[config.mk]
export PLATFORM = sky130hd
export DESIGN_NAME = trace_id_filter
export DESIGN_NICKNAME = d
export VERILOG_FILES = /design/src/rtl/trf_pkg.sv /design/src/rtl/trf_mask_bank.sv /design/src/rtl/trf_deliver.sv /design/src/rtl/trace_id_filter.sv
export SDC_FILE = /design/constraint.sdc
export NUM_CORES = 1
export LEC_CHECK = 0
export BUFFER_PORTS_ARGS = -buffer_cell sky130_fd_sc_hd__buf_2
export CAP_MARGIN = 20
export CORE_ASPECT_RATIO = 1.1
export CORE_MARGIN = 3
export CORE_UTILIZATION = 38
export CTS_BUF_LIST = sky130_fd_sc_hd__clkbuf_4
export DETAILED_ROUTE_END_ITERATION = 8
export SLEW_MARGIN = 20
export SYNTH_ARGS = -nofsm -noshare
export SYNTH_HDL_FRONTEND = slang
export SYNTH_SLANG_ARGS = --single-unit
[constraint.sdc]
create_clock -name clk -period 5.7 [get_ports clk]
set_input_delay 0.855 -clock clk [delete_from_list [all_inputs] [get_ports clk]]
set_output_delay 0.855 -clock clk [all_outputs]
set_load 0.02 [all_outputs]
[src/rtl/trf_pkg.sv]
package trf_pkg;
    typedef enum logic [1:0] {
        OP_NONE  = 2'd0,
        OP_WRITE = 2'd1,
        OP_SET   = 2'd2,
        OP_CLR   = 2'd3
    } reg_op_e;

    typedef enum logic {
        ST_EMPTY   = 1'b0,
        ST_DELIVER = 1'b1
    } dlv_state_e;
endpackage

[src/rtl/trf_mask_bank.sv]
module trf_mask_bank #(
    parameter int NUM_SINKS = 2,
    parameter int ID_W      = 7,
    parameter int REG_W     = 32,
    localparam int NUM_IDS  = 1 << ID_W,
    localparam int WORDS    = NUM_IDS / REG_W,
    localparam int NUM_REGS = NUM_SINKS * WORDS,
    localparam int ADDR_W   = (NUM_REGS > 1) ? $clog2(NUM_REGS) : 1,
    localparam int SINK_W   = (NUM_SINKS > 1) ? $clog2(NUM_SINKS) : 1
) (
    input  logic                         clk,
    input  logic                         rst_n,
    input  trf_pkg::reg_op_e             reg_op,
    input  logic [ADDR_W-1:0]            reg_addr,
    input  logic [SINK_W-1:0]            reg_sink,
    input  logic [ID_W-1:0]              reg_id,
    input  logic [REG_W-1:0]             reg_wdata,
    output logic [REG_W-1:0]             reg_rdata,
    input  logic [ID_W-1:0]              look_id,
    output logic [NUM_SINKS-1:0]         look_sel,
    output logic [NUM_SINKS*NUM_IDS-1:0] mask_flat
);
    import trf_pkg::*;

    for (genvar s = 0; s < NUM_SINKS; s++) begin : g_sink
        logic [NUM_IDS-1:0] mask_q;
        logic               hit_sink;

        assign hit_sink = (reg_sink == SINK_W'(s));

        always_ff @(posedge clk) begin
            if (!rst_n) begin
                mask_q <= '0;
            end else begin
                case (reg_op)
                    OP_WRITE: begin
                        for (int w = 0; w < WORDS; w++) begin
                            if (reg_addr == ADDR_W'(s * WORDS + w))
                                mask_q[w*REG_W +: REG_W] <= reg_wdata;
                        end
                    end
                    OP_SET:  if (hit_sink) mask_q[reg_id] <= 1'b1;
                    OP_CLR:  if (hit_sink) mask_q[reg_id] <= 1'b0;
                    default: ;
                endcase
            end
        end

        assign look_sel[s]                         = mask_q[look_id];
        assign mask_flat[s*NUM_IDS +: NUM_IDS]     = mask_q;
    end

    always_comb begin
        reg_rdata = '0;
        if (int'(reg_addr) < NUM_REGS)
            reg_rdata = mask_flat[int'(reg_addr)*REG_W +: REG_W];
    end
endmodule

[src/rtl/trf_deliver.sv]
module trf_deliver #(
    parameter int NUM_SINKS = 2,
    parameter int ID_W      = 7,
    parameter int DATA_W    = 32
) (
    input  logic                 clk,
    input  logic                 rst_n,
    input  logic                 in_valid,
    output logic                 in_ready,
    input  logic [ID_W-1:0]      in_id,
    input  logic [DATA_W-1:0]    in_data,
    input  logic [NUM_SINKS-1:0] sel,
    output logic [NUM_SINKS-1:0] out_valid,
    input  logic [NUM_SINKS-1:0] out_ready,
    output logic [ID_W-1:0]      out_id,
    output logic [DATA_W-1:0]    out_data
);
    import trf_pkg::*;

    dlv_state_e           state_q, state_d;
    logic [NUM_SINKS-1:0] pend_q, pend_d;
    logic [ID_W-1:0]      id_q;
    logic [DATA_W-1:0]    data_q;
    logic                 load;

    // state register
    always_ff @(posedge clk) begin
        if (!rst_n) state_q <= ST_EMPTY;
        else        state_q <= state_d;
    end

    // next state and outputs
    always_comb begin
        state_d   = state_q;
        pend_d    = pend_q;
        load      = 1'b0;
        in_ready  = 1'b0;
        out_valid = '0;
        unique case (state_q)
            ST_EMPTY: begin
                in_ready = 1'b1;
                if (in_valid && (|sel)) begin
                    load    = 1'b1;
                    pend_d  = sel;
                    state_d = ST_DELIVER;
                end
            end
            ST_DELIVER: begin
                out_valid = pend_q;
                pend_d    = pend_q & ~out_ready;
                if (pend_d == '0) state_d = ST_EMPTY;
            end
        endcase
    end

    always_ff @(posedge clk) begin
        if (!rst_n) begin
            pend_q <= '0;
            id_q   <= '0;
            data_q <= '0;
        end else begin
            pend_q <= pend_d;
            if (load) begin
                id_q   <= in_id;
                data_q <= in_data;
            end
        end
    end

    assign out_id   = id_q;
    assign out_data = data_q;
endmodule

[src/rtl/trace_id_filter.sv]
module trace_id_filter #(
    parameter int NUM_SINKS = 2,
    parameter int ID_W      = 7,
    parameter int DATA_W    = 32,
    parameter int REG_W     = 32,
    localparam int NUM_IDS  = 1 << ID_W,
    localparam int NUM_REGS = NUM_SINKS * (NUM_IDS / REG_W),
    localparam int ADDR_W   = (NUM_REGS > 1) ? $clog2(NUM_REGS) : 1,
    localparam int SINK_W   = (NUM_SINKS > 1) ? $clog2(NUM_SINKS) : 1
) (
    input  logic                 clk,
    input  logic                 rst_n,
    input  logic                 in_valid,
    output logic                 in_ready,
    input  logic [ID_W-1:0]      in_id,
    input  logic [DATA_W-1:0]    in_data,
    output logic [NUM_SINKS-1:0] out_valid,
    input  logic [NUM_SINKS-1:0] out_ready,
    output logic [ID_W-1:0]      out_id,
    output logic [DATA_W-1:0]    out_data,
    input  logic [1:0]           reg_op,
    input  logic [ADDR_W-1:0]    reg_addr,
    input  logic [SINK_W-1:0]    reg_sink,
    input  logic [ID_W-1:0]      reg_id,
    input  logic [REG_W-1:0]     reg_wdata,
    output logic [REG_W-1:0]     reg_rdata
);
    import trf_pkg::*;

    logic [NUM_SINKS-1:0]         sel_w;
    logic [NUM_SINKS*NUM_IDS-1:0] mask_w;
    reg_op_e                      op_w;

    assign op_w = reg_op_e'(reg_op);

    trf_mask_bank #(
        .NUM_SINKS(NUM_SINKS), .ID_W(ID_W), .REG_W(REG_W)
    ) i_bank (
        .clk(clk), .rst_n(rst_n),
        .reg_op(op_w), .reg_addr(reg_addr), .reg_sink(reg_sink),
        .reg_id(reg_id), .reg_wdata(reg_wdata), .reg_rdata(reg_rdata),
        .look_id(in_id), .look_sel(sel_w), .mask_flat(mask_w)
    );

    trf_deliver #(
        .NUM_SINKS(NUM_SINKS), .ID_W(ID_W), .DATA_W(DATA_W)
    ) i_dlv (
        .clk(clk), .rst_n(rst_n),
        .in_valid(in_valid), .in_ready(in_ready),
        .in_id(in_id), .in_data(in_data), .sel(sel_w),
        .out_valid(out_valid), .out_ready(out_ready),
        .out_id(out_id), .out_data(out_data)
    );
endmodule

---- Word level (Yosys, flattened, before mapping) ----
Index checks and enable logic that the tools add are counted.
storage, ports and cells
  register bits ........................... 298
  bits of input ports ..................... 89
  output and inout port bits .............. 74
  logic and storage cells ................. 89
cells by class
  magnitude comparators ................... 3
  equality and inequality tests ........... 23
  shift-type cells ........................ 1
  multiplexer cells ....................... 28
  bitwise gates (word level) .............. 8
  reductions and logical operators ........ 14
operators with widths
  operator              count
  $pmux W128 S3         2
  $mux W128             4
  $and A128 B128 Y128   2
  $mux W32              8
  $or A128 B128 Y128    2
  $shiftx A256 B9 Y32   1
  $not A128 Y128        1
  $reduce_and A4 Y1     8
  $ne A2 B1 Y1 const B  9
  $lt A7 B8 Y1 const B  2
  $bmux W1 S7           2
  $eq A3 B3 Y1 const B  4
  $ne A2 B2 Y1 const B  4
  $demux W1 S7          1
  $ge A7 B1 Y1 const B  1
  $mux W1               7
  $eq A3 B2 Y1 const B  2
  $eq A2 B2 Y1 const B  2
  $mux W2               2
  $pmux W2 S2           1
  $eq A3 B1 Y1 const B  1
  $logic_not A3 Y1      1
  $reduce_bool A3 Y1    1
  $and A2 B2 Y2         1
  other kinds (7)       8

---- Logic depth before layout (Yosys ltp) ----
  depth in word-level cells ............... 8
  mapped depth ............................ 11
  gate-level depth less buffers ........... 7

---- Hierarchy ----
From an unflattened synthesis, not the netlist that was laid out.
unflattened totals
  cell total of the unflattened synthesis .. 2071
  area, all modules ....................... 17624.4 um^2
modules (own cells, without submodules)
  module         times used  cells an instance  area an instance (um^2)  sequential area each (um^2)
  trf_mask_bank  1           1883               15857.7                  5124.9
  trf_deliver    1           188                1766.7                   840.8

---- Least setup slack after synthesis ----
No wires, ideal clock.
  path type ............................... input port to output port
  start point ............................. input port reg_addr[0]
  end point ............................... output port reg_rdata[10]
  arrival time ............................ 2.795 ns
  required time ........................... 4.845 ns
  path slack .............................. 2.050 ns
  stages .................................. 5
  buffers on the path ..................... 3
  cells stage by stage .................... buf_1 -> buf_1 -> clkbuf_1 -> mux4_2 -> mux2_2
between the ends
  cells in the longest elaborated chain, start to end .. 1
ends and longest elaborated chain
  element              RTL line               source
  start: declaration   trace_id_filter.sv:22  input logic [ADDR_W-1:0] reg_addr,
  $shiftx A256 B9 Y32  trf_mask_bank.sv:56    reg_rdata = mask_flat[int'(reg_addr)*REG_W +: REG_W];
  end: declaration     trace_id_filter.sv:26  output logic [REG_W-1:0] reg_rdata
No other way between the ends.

---- Worst setup path in the final report ----
  start point ............................. input port reg_addr[0]
  end point ............................... output port reg_rdata[11]
Same word-level chain as after synthesis.

==> metrics <==
DRT Wirelength 63300 microns; Total Power 5.10 mW; Buf/Inv on CP 3; initial antenna violation count 4; first-pass GRT wire length 95800 microns; post-route setup slack 1.80 ns; worst-case clock buffer depth 3; Seq cells post-synth 298; status finished clean; Place WS 1.40 ns; worst slack on hold paths 0.307 ns; I/O pin count 163; Port Buffers 162; Initial DRT Pass Iterations 8; Hold-fix buffers, CTS 0; hold crit path type in2reg; Die Ht 231 microns; Setup-failing EPs final 0; DP Cell Count 2670; Mapped Area 17500 sq um; Post-Synthesis Cells 2069; die footprint 48700 sq um; Tcrit/Tclk final 0.683; DRC 0; Critical Path Source Type input port; number of global-route vias before repair 15800; dominant synthesized flop cell dfxtp_1; fmax 257 MHz; Worst-path clk slew 0.06 ns; relative slew slack 0.225; Clk Tree Root Cell clkbuf_4; area grow syn2layout 12.5%; DR vias 16800; reg2reg start i_bank.g_sink[0].mask_q[23]$_SDFFE_PN0P_; Worst Max-Slew Pin Slew 1.16 ns; grt total ovfl 0; Slew Limit Fails 0; fin nets 2265; CP Launch Point reg_addr[0]; post_cts resized 0; crit path time final 3.90 ns; Yosys warning count 0; Fin Setup TNS 0 ns; Total Routing Usage GR 0.254; Wirelength per Cell 22.6 microns; Top Family by Delay on Critical Path buffers and inverters; Setup CP Type in2out; pin count of the biggest net entering global routing 159; CP required 4.85 ns; Post-CTS Setup Bufs 0; Seq/Total Area, Yosys 0.341; peak supply drop 110 uV; max-cap viol count 0; clock skew 0.0503 ns; Avg Cell Area, Syn 8.46 sq um; PwrDens 259 nW/um^2; CTS Buf Count 83; Crit path largest cell delay 0.63 ns; GPL Wtd Cong 0.942; Async SR Flop Fraction 0; Final Hold Fails 0; CTS tree done; Netlist cell types 35; Worst setup EP type output pin; Clock H-tree levels 3; unrepaired setup endpoints after global routing no; Core ar. 45000 sq um; Cell Chain, Critical Path buf_4, buf_4, mux4_2, mux2_2, buf_2; Finished Layout Cells 2806; initial core utilization 0.389; Post-synth EDFFs 0; CP arrival 3.04 ns; Leak 7.03 nW; CP max-delay cell buf_4; DRT antenna net count 0; layout cells sized above 1 0.217; Die Span X 211 microns; CP Max Fanout 50; clk sinks 298; initial DRC count 1794; # rows 81; hold_sp in_data[0]; hpwl dp 43100 microns; routed vias/inst 6.00; CP dominant cell by count buf_4; Net Count, Synth 2158; Clk Latency, worst-skew pair 0.79 ns
## worst min-delay path: cells and delay by family
family / cells / cell delay, ns
AND/OR/NAND/NOR: 1 / 0.04
multiplexers: 1 / 0.06
buffers and inverters: 1 / 0.09
## cell families after synthesis
kind of cell / Yosys count / synth area share
compound gates: 463 / 0.178
buf+inv: 166 / 0.0395
flops: 298 / 0.341
mux: 231 / 0.221
simple gates: 911 / 0.221
## per-stage QoR
step / instance area (sq um) / util
after floorplan: 17500 / -
after global placement: 18600 / 0.414
after detailed placement: 18700 / 0.415
after CTS: 19600 / 0.436
after global routing: 19700 / 0.437
final: 19700 / 0.437
## final timing paths
path | endpoint | slack, ns | cells past startpoint
setup / recovery | reg_rdata[11] | 1.80 | 5
hold / removal | i_dlv.out_data[0]$_SDFFE_PN0P_ | 0.31 | 3
setup reg to reg | i_dlv.out_data[10]$_SDFFE_PN0P_ | 2.66 | 8
hold reg to reg | i_dlv.out_data[27]$_SDFFE_PN0P_ | 0.45 | 2
## placed cells by master, fill, tap and decap left out, types with 40 or more instances in the layout
cell,netlist,routed
mux2i_1,71,71
a21boi_0,248,248
nand2_1,608,607
mux4_2,120,120
buf_2,7,157
dfxtp_1,298,298
clkbuf_4,0,115
nand3_1,264,264
o21ai_0,122,122
mux2_2,40,40
## cells in the mapped netlist (9+ instances only)
master,number,area share
nand2_1,608,0.13
dfxtp_1,298,0.34
nand3_1,264,0.075
a21boi_0,248,0.11
clkbuf_1,135,0.029
o21ai_0,122,0.035
mux4_2,120,0.15
mux2i_1,71,0.041
mux2_2,40,0.026
o21a_1,35,0.015
a22oi_1,16,0.0069
o21ai_1,14,0.0040
buf_1,12,0.0026
o22ai_1,9,0.0032
## state kept, by name, summed over array words and instances (netlist names)
register,cells
i_dlv.state_q,1
i_dlv.pend_q,2
i_dlv.out_data,32
i_dlv.out_id,7
i_bank.g_sink.mask_q,256
## metal layers
metal	up-vias	track usage	part of all wire
li1	7630	-	-
met1	8153	0.350	0.42
met2	919	0.388	0.44
met3	132	0.0558	0.10
met4	2	0.101	0.033
met5	-	0	0.00011
## layout make-up
| type | instances | area, sq um |
|---|---|---|
| Fill cell | 4442 | 25300 |
| Timing Repair Buffer | 185 | 1060 |
| Multi-Input combinational cell | 1605 | 10900 |
| Sequential cell | 298 | 5970 |
| Inverter | 3 | 11.3 |
| Tap cell | 581 | 727 |
| Clock inverter | 17 | 105 |
| Clock buffer | 115 | 863 |
| Antenna cell | 2 | 5.00 |
## where the power goes
part	total [mW]	internal (mW)	switching [mW]
logic	0.914	0.339	0.575
clock network	1.90	0.965	0.934
registers	2.29	2.19	0.100
total	5.10	3.49	1.61
No activity file was read; power rests on OpenSTA's default activity.
